===== config.mk =====
export PLATFORM = sky130hd
export DESIGN_NAME = sdram_rw_sched
export DESIGN_NICKNAME = d
export VERILOG_FILES = /design/src/rtl/sdram_rw_sched.sv
export SDC_FILE = /design/constraint.sdc
export NUM_CORES = 1
export LEC_CHECK = 0
export BUFFER_PORTS_ARGS = -buffer_cell sky130_fd_sc_hd__buf_2
export CORE_ASPECT_RATIO = 0.5
export CORE_MARGIN = 4
export CORE_UTILIZATION = 50
export CTS_BUF_LIST = sky130_fd_sc_hd__clkbuf_8
export DETAILED_ROUTE_END_ITERATION = 6
export PLACE_DENSITY = 0.76
export REMOVE_ABC_BUFFERS = 1
export SKIP_LAST_GASP = 1
export SYNTH_ARGS = -nofsm -noshare
export SYNTH_HDL_FRONTEND = slang
export SYNTH_SLANG_ARGS = --single-unit

===== constraint.sdc =====
create_clock -name clk -period 4.53 [get_ports clk]
set_clock_uncertainty 0.15 [all_clocks]
set_input_delay 0.906 -clock clk [delete_from_list [all_inputs] [get_ports clk]]
set_output_delay 0.906 -clock clk [all_outputs]
set_load 0.02 [all_outputs]

===== src/rtl/sdram_rw_sched.sv =====
module sdram_rw_sched #(
  parameter int DATA_W    = 16,
  parameter int COL_W     = 10,
  parameter int BANK_W    = 2,
  parameter int BURST_LEN = 4
) (
  input  logic              clk,
  input  logic              rst_n,
  input  logic [1:0]        cas_lat,
  input  logic              gap_en,
  input  logic              req_valid,
  output logic              req_ready,
  input  logic              req_write,
  input  logic [BANK_W-1:0] req_bank,
  input  logic [COL_W-1:0]  req_col,
  input  logic [DATA_W-1:0] req_wdata,
  output logic [1:0]        cmd,
  output logic [BANK_W-1:0] ba,
  output logic [COL_W-1:0]  col_addr,
  output logic              dqm,
  output logic              dq_oe,
  output logic [DATA_W-1:0] dq_out,
  input  logic [DATA_W-1:0] dq_in,
  output logic              rd_valid,
  output logic [BANK_W-1:0] rd_bank,
  output logic [COL_W-1:0]  rd_col,
  output logic [DATA_W-1:0] rd_data
);

  localparam logic [1:0] CMD_NOP = 2'd0;
  localparam logic [1:0] CMD_RD  = 2'd1;
  localparam logic [1:0] CMD_WR  = 2'd2;
  localparam int AGE_W   = $clog2(BURST_LEN + 8) + 1;
  localparam logic [AGE_W-1:0] AGE_MAX = '1;
  localparam int PIPE    = 3;
  localparam int TAG_W   = BANK_W + COL_W;

  logic [1:0]       cl_eff;
  logic [AGE_W-1:0] age, age_inc, lat, gap, mask_from;
  logic [1:0]       dqm_run, need_run;
  logic             busy_next, wr_ok, issue_rd, issue_wr, dqm_nxt, capture;
  logic [PIPE-1:0]  pipe_v;
  logic [TAG_W-1:0] pipe_tag [PIPE];

  assign cl_eff    = (cas_lat == 2'd0) ? 2'd1 : cas_lat;
  assign lat       = AGE_W'(cl_eff);
  assign gap       = AGE_W'(gap_en);
  assign age_inc   = (age == AGE_MAX) ? age : age + 1'b1;
  assign mask_from = (lat > 1) ? lat - 1'b1 : AGE_W'(1);
  assign need_run  = 2'd2 + {1'b0, gap_en};

  // read burst (or the gap cycle after it) still occupies the bus next cycle
  assign busy_next = age_inc < lat + AGE_W'(BURST_LEN) + gap;
  assign wr_ok     = !busy_next || (age_inc >= lat + 1'b1 + gap && dqm_run >= need_run);

  assign req_ready = !req_write || wr_ok;
  assign issue_rd  = req_valid && !req_write;
  assign issue_wr  = req_valid && req_write && wr_ok;
  assign dqm_nxt   = req_valid && req_write && !wr_ok && busy_next && age_inc >= mask_from;

  always_ff @(posedge clk) begin
    if (!rst_n) begin
      cmd      <= CMD_NOP;
      ba       <= '0;
      col_addr <= '0;
      dqm      <= 1'b0;
      dq_oe    <= 1'b0;
      dq_out   <= '0;
      age      <= AGE_MAX;
      dqm_run  <= '0;
    end else begin
      cmd <= issue_rd ? CMD_RD : (issue_wr ? CMD_WR : CMD_NOP);
      if (issue_rd || issue_wr) begin
        ba       <= req_bank;
        col_addr <= req_col;
      end
      dq_oe <= issue_wr;
      if (issue_wr) dq_out <= req_wdata;
      dqm     <= dqm_nxt;
      dqm_run <= dqm_nxt ? ((dqm_run == 2'd3) ? dqm_run : dqm_run + 1'b1) : 2'd0;
      age     <= issue_rd ? '0 : age_inc;
    end
  end

  always_ff @(posedge clk) begin
    if (!rst_n) begin
      pipe_v[0]   <= 1'b0;
      pipe_tag[0] <= '0;
    end else begin
      pipe_v[0]   <= (cmd == CMD_RD);
      pipe_tag[0] <= {ba, col_addr};
    end
  end

  for (genvar i = 1; i < PIPE; i++) begin : g_ret
    always_ff @(posedge clk) begin
      if (!rst_n) begin
        pipe_v[i]   <= 1'b0;
        pipe_tag[i] <= '0;
      end else begin
        pipe_v[i]   <= pipe_v[i-1];
        pipe_tag[i] <= pipe_tag[i-1];
      end
    end
  end

  assign capture = pipe_v[cl_eff - 2'd1];

  always_ff @(posedge clk) begin
    if (!rst_n) begin
      rd_valid <= 1'b0;
      rd_bank  <= '0;
      rd_col   <= '0;
      rd_data  <= '0;
    end else begin
      rd_valid <= capture;
      if (capture) begin
        {rd_bank, rd_col} <= pipe_tag[cl_eff - 2'd1];
        rd_data           <= dq_in;
      end
    end
  end

  assert_write_spacing_R6: assert property (@(posedge clk) disable iff (!rst_n)
    cmd == CMD_WR |-> age >= lat + 1'b1 + gap);

  assert_dqm_lead_R5: assert property (@(posedge clk) disable iff (!rst_n)
    (cmd == CMD_WR && age < lat + AGE_W'(BURST_LEN) + gap) |-> ($past(dqm) && $past(dqm, 2)));

  assert_dqm_low_on_write_R5: assert property (@(posedge clk) disable iff (!rst_n)
    cmd == CMD_WR |-> !dqm);

  assert_no_mask_wanted_R4: assert property (@(posedge clk) disable iff (!rst_n)
    capture |-> !$past(dqm, 2));

  assert_idle_quiet_R8: assert property (@(posedge clk) disable iff (!rst_n)
    !$past(req_valid) |-> (cmd == CMD_NOP && !dqm && !dq_oe));

  assert_read_next_R9: assert property (@(posedge clk) disable iff (!rst_n)
    $past(req_valid && !req_write) |-> cmd == CMD_RD);

endmodule


==> impl_metrics.py <==
metrics = {
    "finish": {
        "diodes": 0,
        "final_nets": 618,
        "drive_above_1_share": 0.252,
        "design_area_mm2": 0.00504,
        "final_cells": 668,
        "area.growth.synth_to_final_pct": 19.4,
    },
    "sta": {
        "fmax_mhz": 250,
        "tightest_slew_ns": 0.928,
        "period_needed_ns": 3.99,
        "setup_viol": 0,
        "rsz0062_at_grt": "false",
        "period_share": 0.881,
        "slew_violations": 0,
        "report.final.hold_viol_count": 0,
        "tns_ns": 0,
        "timing.slew.headroom": 0.381,
    },
    "job": {
        "cap_viol_max_count": 0,
    },
    "logic_synthesis": {
        "synth-async-reset-ratio": 0,
        "synth-simple-area-share": 0.174,
        "ys.flop_type": "dfxtp_1",
        "synth_top_area_frac": 0.507,
        "syn_area_mm2": 0.00422,
        "synth_mux_area_frac": 0.102,
        "synthAdderAreaFrac": 0.0474,
        "syn_inst": 450,
        "synth_top_family_by_area": "simple AND/OR/NAND/NOR gates",
        "yosysWarnings": 0,
        "synth_common_cells": "nand2_1 (119), dfxtp_1 (107), mux2i_1 (42)",
        "synth_edf_count": 0,
        "yosysMostFrequentCell": "nand2_1",
        "synth_area_leaders": "dfxtp_1 (51%), nand2_1 (11%), mux2i_1 (10%), a21boi_0 (5.2%), ha_1 (4.7%)",
        "yosys.area.top_type": "dfxtp_1",
        "synth_compound_area_frac": 0.108,
        "yosysUniqueCellTypes": 30,
        "ys_ff_latch": 107,
        "synthXorXnorAreaFrac": 0.00622,
        "syn_area_per_cell_um2": 9.39,
        "seq_area_frac_synth": 0.507,
    },
    "die": {
        "io-pin-count": 113,
        "die-area_mm2": 0.0101,
        "core_mm2": 0.00812,
        "rows": 23,
        "die_y_um": 73.0,
        "fp.dieW_um": 138,
        "initial_utilization": 0.521,
    },
    "worst_setup_path": {
        "cp.required_ns": 3.47,
        "worst_setup_path_start_kind": "flip-flop",
        "cp.arrival_ns": 2.94,
        "cp_max_fo": 4,
        "cpPeakStageDelay_ns": 0.41,
        "regToRegSetupSlack_ns": 1.33,
        "endpoint_kind": "output pin",
        "path_cells": "ha_1, and2_1, nand3_1, mux2_2, ha_1, nand2b_1, a21oi_1, nor3b_2, and2_1, nand2_1, buf_2",
        "cp_slowest_cell": "mux2_2",
        "path_class": "reg -> out",
    },
    "cts": {
        "cts_setup_buffers": 0,
        "clk_pin_slew_ns": 0.10,
        "cts_tree": "yes",
        "cts_htree_levels": 3,
        "ctsResizeCount": 0,
        "insertion_delay_ns": 0.36,
        "numCtsBuffers": 9,
        "clock_sinks": 107,
        "cts.path.max_buffers": 2,
        "clockRootBuffer": "clkbuf_8",
        "hold_buffers": 0,
    },
    "global_routing": {
        "grt_first_pass_wirelength_mm": 12.8,
        "grt_usage": 0.158,
        "grt_max_degree": 48,
        "grt_overflow_total": 0,
        "antenna_found_initial": 1,
        "grt_pass1_vias": 2899,
    },
    "drt": {
        "drt-initial-drc-count": 149,
        "routed_via_density": 4.66,
        "via_count": 3114,
        "post_drt_wl_per_cell_um": 11.7,
        "ant_nets": 0,
        "dr.pass1.iters": 4,
        "remaining_drc_errors": 0,
        "drt-total-wl_mm": 7.82,
    },
    "outcome": {
        "outcome": "finished clean",
    },
    "power_and_ir_drop": {
        "powerDensity_mw_per_mm2": 393,
        "p_seq_frac": 0.516,
        "p_int_mw": 1.42,
        "p_leak_nw": 2.49,
        "switching_share": 0.281,
        "combPwrFrac": 0.186,
        "total_power_mw": 1.98,
        "vdd_drop_max_mv": 0.217,
        "switchingPower_mw": 0.556,
        "clock_power_share": 0.298,
    },
    "min_path": {
        "hold_path.class": "reg -> reg",
    },
    "place": {
        "place_congestion": 0.768,
        "dpl.hpwl_mm": 5.62,
        "port_buffers": 112,
        "dpl.cell_count": 652,
        "dpl_cell_area_mm2": 0.00483,
    },
}
-- placed cells by master (no fill, tap or decap), types with 9 or more instances in the layout --
cell type  Yosys  layout
clkbuf_8       0      10
and2_1        30      30
mux2i_1       42      42
nor2_1         9       9
a21boi_0      29      29
o211ai_1      12      12
nand2_1      119     119
inv_1         26      26
buf_2          7     112
dfxtp_1      107     107
ha_1          16      16
-- kinds of logic after synthesis --
family                     count (synthesis)
DFF                                      107
AOI/OAI and AO/OA                         61
and+or+nand+nor                          167
xor gates and xnor gates                   3
adders and majority gates                 16
buffers and inverters                     53
muxes                                     43
-- power by group through the flow --
stage | logic (mW) | registers, mW | clock network [mW]
6_report | 0.368 | 1.02 | 0.590
5_1_grt | 0.421 | 1.03 | 0.647
4_1_cts | 0.374 | 1.02 | 0.618
3_5_place_dp | 0.373 | 1.04 | 0
3_3_place_gp | 0.359 | 1.04 | 0
2_1_floorplan | 0.208 | 1.08 | 0
-- flip-flops by register name, summed over array words and instances, names as in the netlist, 3 cells and up --
name	flops
dq_out	16
rd_col	10
pipe_v	3
age	5
pipe_tag	36
col_addr	10
rd_data	16
-- area by class of cell --
| type | count | area [um^2] |
|---|---|---|
| inverters | 26 | 97.6 |
| fillers | 710 | 3070 |
| clock buffers | 10 | 138 |
| multi-input cells | 290 | 1850 |
| flip-flops and latches | 107 | 2140 |
| clock inverters | 6 | 72.6 |
| repair buffers | 117 | 598 |
| well taps | 112 | 140 |
-- stage by stage --
step	hold WS (ns)	util	worst slack, ns
2_1_floorplan	0.279	-	0.852
3_3_place_gp	0.283	0.595	0.577
3_5_place_dp	0.291	0.595	0.561
4_1_cts	0.307	0.621	0.512
5_1_grt	0.322	0.621	0.315
6_report	0.303	0.621	0.537
-- path summary, 6_finish.rpt --
kind,from,endpoint,cells after the start
max,age[0]$_SDFF_PN1_,req_ready,11
max reg2reg,age[0]$_SDFF_PN1_,dq_out[9]$_SDFFE_PN0P_,10
min reg2reg,col_addr[1]$_SDFFE_PN0P_,pipe_tag[0][1]$_SDFF_PN0_,2
min,col_addr[1]$_SDFFE_PN0P_,pipe_tag[0][1]$_SDFF_PN0_,2
-- worst max-delay path, delay by kind of cell (launching register included) --
kind | cells | cell delay [ns]
and+or+nand+nor | 6 | 1.08
buffers and inverters | 1 | 0.15
muxes | 1 | 0.41
adders and majority gates | 2 | 0.53
DFF | 1 | 0.35
AOI/OAI and AO/OA | 1 | 0.07
-- routing by layer --
layer,vias to the layer above,track usage,wire length [um]
met2,84,0.273,3610
met1,1368,0.196,3590
met5,-,0,0
li1,1658,-,-
met3,4,0.0406,553
met4,0,0.0493,56
(Power assumes the default switching activity.)
